<file path="config.mk">
export PLATFORM = sky130hd
export DESIGN_NAME = maj_mux_stage
export DESIGN_NICKNAME = d
export VERILOG_FILES = /design/src/rtl/maj_mux_pkg.sv /design/src/rtl/maj_exec_layer.sv /design/src/rtl/maj_restore_layer.sv /design/src/rtl/maj_out_reg.sv /design/src/rtl/maj_mux_stage.sv
export SDC_FILE = /design/constraint.sdc
export NUM_CORES = 1
export LEC_CHECK = 0
export ABC_AREA = 0
export ABC_CLOCK_PERIOD_IN_PS = 3200
export BUFFER_PORTS_ARGS = -buffer_cell sky130_fd_sc_hd__buf_4
export CAP_MARGIN = 0
export CORE_AREA = 2 2 40 42
export CTS_BUF_LIST = sky130_fd_sc_hd__clkbuf_2
export CTS_CLUSTER_SIZE = 14
export DETAILED_ROUTE_END_ITERATION = 8
export DIE_AREA = 0 0 42 44
export GPL_TIMING_DRIVEN = 1
export PLACE_DENSITY = 0.7
export RECOVER_POWER = 100
export SYNTH_ARGS = -nofsm -noshare
export SYNTH_HDL_FRONTEND = slang
export SYNTH_SLANG_ARGS = --single-unit
export TNS_END_PERCENT = 30
</file>
<file path="constraint.sdc">
create_clock -name clk -period 3.2 [get_ports clk]
set_input_delay 0.16 -clock clk [delete_from_list [all_inputs] [get_ports clk]]
set_output_delay 0.16 -clock clk [all_outputs]
set_load 0.01 [all_outputs]
</file>
<file path="src/rtl/maj_mux_pkg.sv">
package maj_mux_pkg;

    // Three-input majority vote
    function automatic logic maj3(input logic x, input logic y, input logic z);
        return (x & y) | (x & z) | (y & z);
    endfunction

    // First-layer line feeding shuffled position k of the 3n-entry list
    function automatic int perm_line(input int k, input int n,
                                     input int stride, input int offset);
        return ((k * stride + offset) % (3 * n)) % n;
    endfunction

endpackage

</file>
<file path="src/rtl/maj_exec_layer.sv">
module maj_exec_layer #(
    parameter int N = 5
) (
    input  logic [N-1:0] in_a,
    input  logic [N-1:0] in_b,
    input  logic [N-1:0] in_c,
    input  logic [N-1:0] fault,
    output logic [N-1:0] lines
);
    for (genvar i = 0; i < N; i++) begin : g_gate
        assign lines[i] = maj_mux_pkg::maj3(in_a[i], in_b[i], in_c[i]) ^ fault[i];
    end
endmodule

</file>
<file path="src/rtl/maj_restore_layer.sv">
module maj_restore_layer #(
    parameter int N           = 5,
    parameter int PERM_STRIDE = 7,
    parameter int PERM_OFFSET = 4
) (
    input  logic [N-1:0] exec_lines,
    input  logic [N-1:0] fault,
    output logic [N-1:0] lines
);
    localparam int SPAN = 3 * N;

    // Triplicated list: entry j is a copy of first-layer line j mod N
    logic [SPAN-1:0] tripled;
    logic [SPAN-1:0] shuffled;

    for (genvar j = 0; j < SPAN; j++) begin : g_copy
        assign tripled[j] = exec_lines[j % N];
    end

    for (genvar k = 0; k < SPAN; k++) begin : g_shuffle
        localparam int SRC = (k * PERM_STRIDE + PERM_OFFSET) % SPAN;
        assign shuffled[k] = tripled[SRC];
    end

    for (genvar g = 0; g < N; g++) begin : g_gate
        assign lines[g] = maj_mux_pkg::maj3(shuffled[3*g], shuffled[3*g+1],
                                            shuffled[3*g+2]) ^ fault[g];
    end
endmodule

</file>
<file path="src/rtl/maj_out_reg.sv">
module maj_out_reg #(
    parameter int N = 5
) (
    input  logic         clk,
    input  logic         rst_n,
    input  logic [N-1:0] stage_in,
    output logic [N-1:0] stage_out
);
    typedef struct packed {
        logic [N-1:0] line;
    } out_state_t;

    out_state_t state_d, state_q;

    always_comb begin
        state_d      = state_q;
        state_d.line = stage_in;
    end

    always_ff @(posedge clk) begin
        if (!rst_n) state_q <= '0;
        else        state_q <= state_d;
    end

    assign stage_out = state_q.line;


    latency_chk: assert property (@(posedge clk) disable iff (!rst_n)
        $past(rst_n) |-> stage_out == $past(stage_in));
endmodule

</file>
<file path="src/rtl/maj_mux_stage.sv">
module maj_mux_stage #(
    parameter int N            = 5,
    parameter bit RESTORE      = 1'b1,
    parameter bit REGISTER_OUT = 1'b1,
    parameter int PERM_STRIDE  = 7,
    parameter int PERM_OFFSET  = 4
) (
    input  logic         clk,
    input  logic         rst_n,
    input  logic [N-1:0] bundle_a,
    input  logic [N-1:0] bundle_b,
    input  logic [N-1:0] bundle_c,
    input  logic [N-1:0] exec_fault,
    input  logic [N-1:0] rest_fault,
    output logic [N-1:0] bundle_out
);
    localparam logic [N-1:0] ALL_ONE = '1;

    logic [N-1:0] exec_lines;
    logic [N-1:0] stage_comb;

    maj_exec_layer #(.N(N)) u_exec (
        .in_a  (bundle_a),
        .in_b  (bundle_b),
        .in_c  (bundle_c),
        .fault (exec_fault),
        .lines (exec_lines)
    );

    if (RESTORE) begin : g_restore
        maj_restore_layer #(
            .N           (N),
            .PERM_STRIDE (PERM_STRIDE),
            .PERM_OFFSET (PERM_OFFSET)
        ) u_rest (
            .exec_lines (exec_lines),
            .fault      (rest_fault),
            .lines      (stage_comb)
        );


        rest_flip_chk: assert property (@(posedge clk) disable iff (!rst_n)
            $stable({bundle_a, bundle_b, bundle_c, exec_fault}) |->
            (stage_comb ^ $past(stage_comb)) == (rest_fault ^ $past(rest_fault)));
    end else begin : g_bypass
        assign stage_comb = exec_lines;


        bypass_ignore_chk: assert property (@(posedge clk) disable iff (!rst_n)
            $stable({bundle_a, bundle_b, bundle_c, exec_fault}) |-> $stable(stage_comb));


        exec_flip_chk: assert property (@(posedge clk) disable iff (!rst_n)
            $stable({bundle_a, bundle_b, bundle_c}) |->
            (stage_comb ^ $past(stage_comb)) == (exec_fault ^ $past(exec_fault)));
    end

    if (REGISTER_OUT) begin : g_reg
        maj_out_reg #(.N(N)) u_out (
            .clk       (clk),
            .rst_n     (rst_n),
            .stage_in  (stage_comb),
            .stage_out (bundle_out)
        );
    end else begin : g_comb
        assign bundle_out = stage_comb;
    end


    consensus_one_chk: assert property (@(posedge clk) disable iff (!rst_n)
        (bundle_a == ALL_ONE && bundle_b == ALL_ONE && bundle_c == ALL_ONE &&
         exec_fault == '0 && rest_fault == '0) |-> stage_comb == ALL_ONE);


    consensus_zero_chk: assert property (@(posedge clk) disable iff (!rst_n)
        (bundle_a == '0 && bundle_b == '0 && bundle_c == '0 &&
         exec_fault == '0 && rest_fault == '0) |-> stage_comb == '0);
endmodule

</file>
==> qor.txt, run 1 <==
outcome: completed
clk sinks: 5
number of buffers created by CTS: 3
Comb pwr share: 40.4%
largest net degree at the start of global routing: 11
final wirelength: 712 µm
Initial Util: 28.6%
Die Y: 44 µm
Max rail drop VDD: 0.000156 V
WHS: 0.200 ns
clock-pin slew on the worst setup and hold paths: 0.06 ns
CP Launch Type: primary input
diode count: 0
setup bufs post-CTS: 0
setup slack at placement: 1.87 ns
PD cells: 347 nW/µm²
Synth Instances: 36
core area: 1420 µm²
unrepaired setup endpoints after global routing: false
Syn Nets: 63
min Tclk post-route: 1.18 ns
initial antenna violation count: 0
DR vias: 372
slowest stage cell, crit path: maj3_4
WP data required: 3.35 ns
worst min path class: primary input to flop
Clk pwr share: 27.0%
port buffer count: 31
full die area: 1850 µm²
Switching Fraction: 28.1%
Switch Pwr: 62.2 µW
max reg flops: 5
area grow syn2layout: 57.1%
Final Setup Violations: 0
fin. max-slew vios: 0
sequential power share: 32.6%
gp weighted congestion: 0.686
layout net count: 98
vias in the first global route: 353
worst hold endpoint: g_reg.u_out.stage_out[0]
f_max: 0.847 GHz
crit-path leading delay family: adder cells
setup TNS: 0 ns
synthesis warning total: 0
Yosys cell types: 8
sequential element share of the synthesized area: 24.7%
first-pass GRT wire length: 1.17 mm
final hold vios: 0
# DRC: 0
crit-path cells: buf_4 -> maj3_4 -> xnor2_1 -> maj3_2 -> mux2i_1
DR pass1 iterations: 2
CP Capture Type: flop
crit path buf inv count: 1
number of synthesized register bits: 5
crit path DAT: 1.33 ns
routed len/inst: 8.28 µm
mean post-synth cell area: 11.3 µm²
critical path class: primary input to flop
CTS tree: done
H-tree Lvls: 1
gr usage total: 8.61%
hold path depth: 3
Max stage delay on crit path: 0.32 ns
PnR worst setup slack: 2.02 ns
post-synthesis cell area: 405 µm²
IO Pins: 32
CTS Root Cell: clkbuf_2
die width: 42 µm
Filler Cell Count: 144
actual slew at the worst max-slew pin: 0.329 ns
Synth top area share: 24.7%
worst-path fanout max: 3
hold_buf cts: 0
post-route ant nets: 0
Area contributors post-synth: dfxtp_1, xnor2_2, maj3_2
largest buffer count on any clock path: 2
fin crit share: 36.9%
gr ovfl total: 0
via/cell ratio: 4.33
hold path startpoint: rest_fault[0]
DR iter-0 viols: 2
Int Pwr: 159 µW
Layout Cells excl Fill: 86
final core occ: 44.9%
Resized cells post-CTS: 0
layout cells sized above 1: 57.1%
slew margin rel.: 77.9%
LEAKAGE: 0.000299 µW
number of max-cap violations: 0
row count: 14
Synth area leader: dfxtp_1
placed insts: 82
layer usage:
metal | wire length, µm | up-vias | track usage [%]
met2 | 362 | 26 | 15.9
met5 | 0 | - | 0
li1 | - | 189 | -
met4 | 0 | 0 | 9.68
met3 | 106 | 0 | 1.25
met1 | 243 | 157 | 7.50
logic make-up after synthesis:
logic type / count (synthesis) / share of synthesized area (%)
buf+inv: 1 / 0.925
flops: 5 / 24.7
simple gates: 10 / 12.3
xor+xnor: 5 / 20.1
mux: 5 / 12.3
fa+ha+maj: 10 / 29.6
worst max-delay path by stage:
stage | start | endpoint | slack, ns | cells past startpoint
floorplan | bundle_c[2] | g_reg.u_out.stage_out[4] | 2.02 | 4
global placement | bundle_b[2] | g_reg.u_out.stage_out[3] | 1.87 | 5
detailed placement | bundle_b[2] | g_reg.u_out.stage_out[3] | 1.87 | 5
CTS | bundle_b[2] | g_reg.u_out.stage_out[3] | 2.10 | 5
global route | bundle_c[2] | g_reg.u_out.stage_out[3] | 1.95 | 5
finish | bundle_b[2] | g_reg.u_out.stage_out[3] | 2.02 | 5
final cells by class:
type | instances | area [µm²] | share of cell area (%)
repair buffers | 31 | 214 | 33.6
flip-flops and latches | 5 | 100 | 15.7
well taps | 16 | 20.0 | 3.14
multi-input cells | 30 | 283 | 44.4
clock buffers | 4 | 20.0 | 3.14
power by group through the flow:
stage | Combinational (µW) | Clock (µW) | Sequential [µW]
detailed placement | 102 | 0 | 73.7
floorplan | 54.3 | 0 | 78.1
finish | 89.4 | 59.6 | 72.0
CTS | 102 | 61.5 | 72.3
global placement | 101 | 0 | 73.8
global route | 98.1 | 64.5 | 72.7
Yosys cell counts:
master / n
nand2b_1: 5
maj3_2: 7
maj3_4: 3
mux2i_1: 5
nand2_1: 5
xnor2_2: 5
dfxtp_1: 5
buf_1: 1
per-stage QoR:
stage | area, µm² | total power (µW)
global route | 637 | 235
CTS | 674 | 236
floorplan | 405 | 132
global placement | 654 | 175
finish | 637 | 221
detailed placement | 654 | 176
cells in the final DEF, fill, tap and decap left out:
cell type / n
maj3_4: 3
buf_4: 26
dfxtp_1: 5
xnor2_1: 2
maj3_2: 4
nand2_1: 5
xnor2_2: 3
nand2b_1: 5
clkbuf_2: 4
mux2i_1: 5
maj3_1: 3
clkbuf_1: 5
Note: power is estimated with default switching activity, not from simulation.
==> run 2: changes to the inputs <==
--- a/config.mk
+++ b/config.mk
@@ -6,7 +6,7 @@
 export NUM_CORES = 1
 export LEC_CHECK = 0
 export ABC_AREA = 0
-export ABC_CLOCK_PERIOD_IN_PS = 3200
+export ABC_CLOCK_PERIOD_IN_PS = 1180
 export BUFFER_PORTS_ARGS = -buffer_cell sky130_fd_sc_hd__buf_4
 export CAP_MARGIN = 0
 export CORE_AREA = 2 2 40 42
==> constraint.sdc (replaced) <==
create_clock -name clk -period 1.18 [get_ports clk]
set_input_delay 0.059 -clock clk [delete_from_list [all_inputs] [get_ports clk]]
set_output_delay 0.059 -clock clk [all_outputs]
set_load 0.01 [all_outputs]
==> qor.txt, run 2 (synthesis gave the netlist of run 1 again) <==
outcome: completed (unchanged)
row count: 14 (unchanged)
number of max-cap violations: 0 (unchanged)
IO Pins: 32 (unchanged)
fin crit share: 89.0%
min Tclk post-route: 1.05 ns
final wirelength: 719 µm (was 712 µm)
critical path class: primary input to flop (unchanged)
routed len/inst: 8.36 µm (was 8.28 µm)
Final Setup Violations: 0 (unchanged)
hold path depth: 3 (unchanged)
f_max: 0.952 GHz
Initial Util: 28.6% (unchanged)
WP data required: 1.29 ns (was 3.35 ns)
# DRC: 0 (unchanged)
most common cell after layout, fill and taps aside: buf_4 (unchanged)
largest buffer count on any clock path: 2 (unchanged)
Die Y: 44 µm (unchanged)
vias in the first global route: 353 (unchanged)
diode count: 0 (unchanged)
crit path DAT: 1.16 ns (was 1.33 ns)
first-pass GRT wire length: 1.17 mm (unchanged)
Crit. Startpoint: bundle_c[3] (was bundle_b[2])
DR pass1 iterations: 4 (was 2)
final hold vios: 0 (unchanged)
Resized cells post-CTS: 0 (unchanged)
gp weighted congestion: 0.686 (about the same)
hold_buf cts: 0 (unchanged)
layout cells sized above 1: 60.0% (was 57.1%)
clk sinks: 5 (unchanged)
post-route ant nets: 0 (unchanged)
setup slack at placement: -0.0514 ns (was 1.87 ns)
via/cell ratio: 4.35 (was 4.33)
routed wl met2: 358 µm (was 362 µm)
initial antenna violation count: 0 (unchanged)
Met3 Wirelength: 107 µm (was 106 µm)
Max rail drop VDD: 0.000421 V (was 0.000156 V)
CP Launch Type: primary input (unchanged)
PnR worst setup slack: 0.130 ns (was 2.02 ns)
die width: 42 µm (unchanged)
Max Used Layer: met3 (unchanged)
largest net degree at the start of global routing: 11 (unchanged)
gr usage total: 8.61% (unchanged)
gr ovfl total: 0 (unchanged)
number of buffers created by CTS: 3 (unchanged)
worst-path fanout max: 3 (unchanged)
PD cells: 930 nW/µm² (was 347 nW/µm²)
CTS tree: done (unchanged)
worst min path class: primary input to flop (unchanged)
clock-pin slew on the worst setup and hold paths: 0.06 ns (about the same)
max reg flops: 5 (unchanged)
setup bufs post-CTS: 0 (unchanged)
actual slew at the worst max-slew pin: 0.212 ns (was 0.329 ns)
setup TNS: 0 ns (unchanged)
hold path startpoint: rest_fault[0] (unchanged)
unrepaired setup endpoints after global routing: false (unchanged)
LEAKAGE: 0.000311 µW (was 0.000299 µW)
area grow syn2layout: 60.8% (was 57.1%)
CTS Root Cell: clkbuf_2 (unchanged)
full die area: 1850 µm² (unchanged)
CP Capture Type: flop (unchanged)
DR iter-0 viols: 1 (was 2)
core area: 1420 µm² (unchanged)
post-route met1 wirelength: 254 µm (was 243 µm)
layout net count: 98 (unchanged)
fin. max-slew vios: 0 (unchanged)
H-tree Lvls: 1 (unchanged)
slew margin rel.: 85.8% (was 77.9%)
DR vias: 374 (was 372)
port buffer count: 31 (unchanged)
==> run 2: through the flow <==
stage                     total power (µW)  instance area, µm²  utilization [%]  std cells  hold slack [ns]
after global placement                 475                 654             46.1         82            0.323
after global routing                   646                 652             45.9         86            0.100
after detailed placement               477                 654             46.1         82            0.327
after floorplan                        359                 405                -         36            0.201
final                                  607                 652             45.9         86            0.102
after CTS                              641                 674             47.5         86           0.0963
==> run 2: path summary, 6_finish.rpt <==
check	end	slack, ns
worst min-delay path	g_reg.u_out.stage_out[0]	0.10
worst max-delay path	g_reg.u_out.stage_out[0]	0.13
==> run 2: metal layers <==
| metal | track usage, % | vias up |
|---|---|---|
| met3 | 1.25 | 0 |
| met1 | 7.50 | 159 |
| met4 | 9.68 | 0 |
| li1 | - | 189 |
| met2 | 15.9 | 26 |
| met5 | 0 | - |
==> run 2: final cells by class <==
class / instances / area [µm²]
fill: 140 / 767
tap: 16 / 20.0
multi-input combinational: 30 / 298
sequential: 5 / 100
timing repair buffer: 31 / 214
clock buffer: 4 / 20.0
==> run 2: worst max-delay path, stage by stage <==
cell and delay (ns):
buf_4 0.11, maj3_4 0.33, xnor2_2 0.16, maj3_1 0.37
mux2i_1 0.12
==> run 2: power breakdown <==
part / switching [µW] / leakage (µW) / total (µW) / internal (µW)
Clock: 70.4 / 0.0000166 / 160 / 89.8
Sequential: 4.47 / 0.0000417 / 195 / 191
Combinational: 95.3 / 0.000252 / 251 / 156
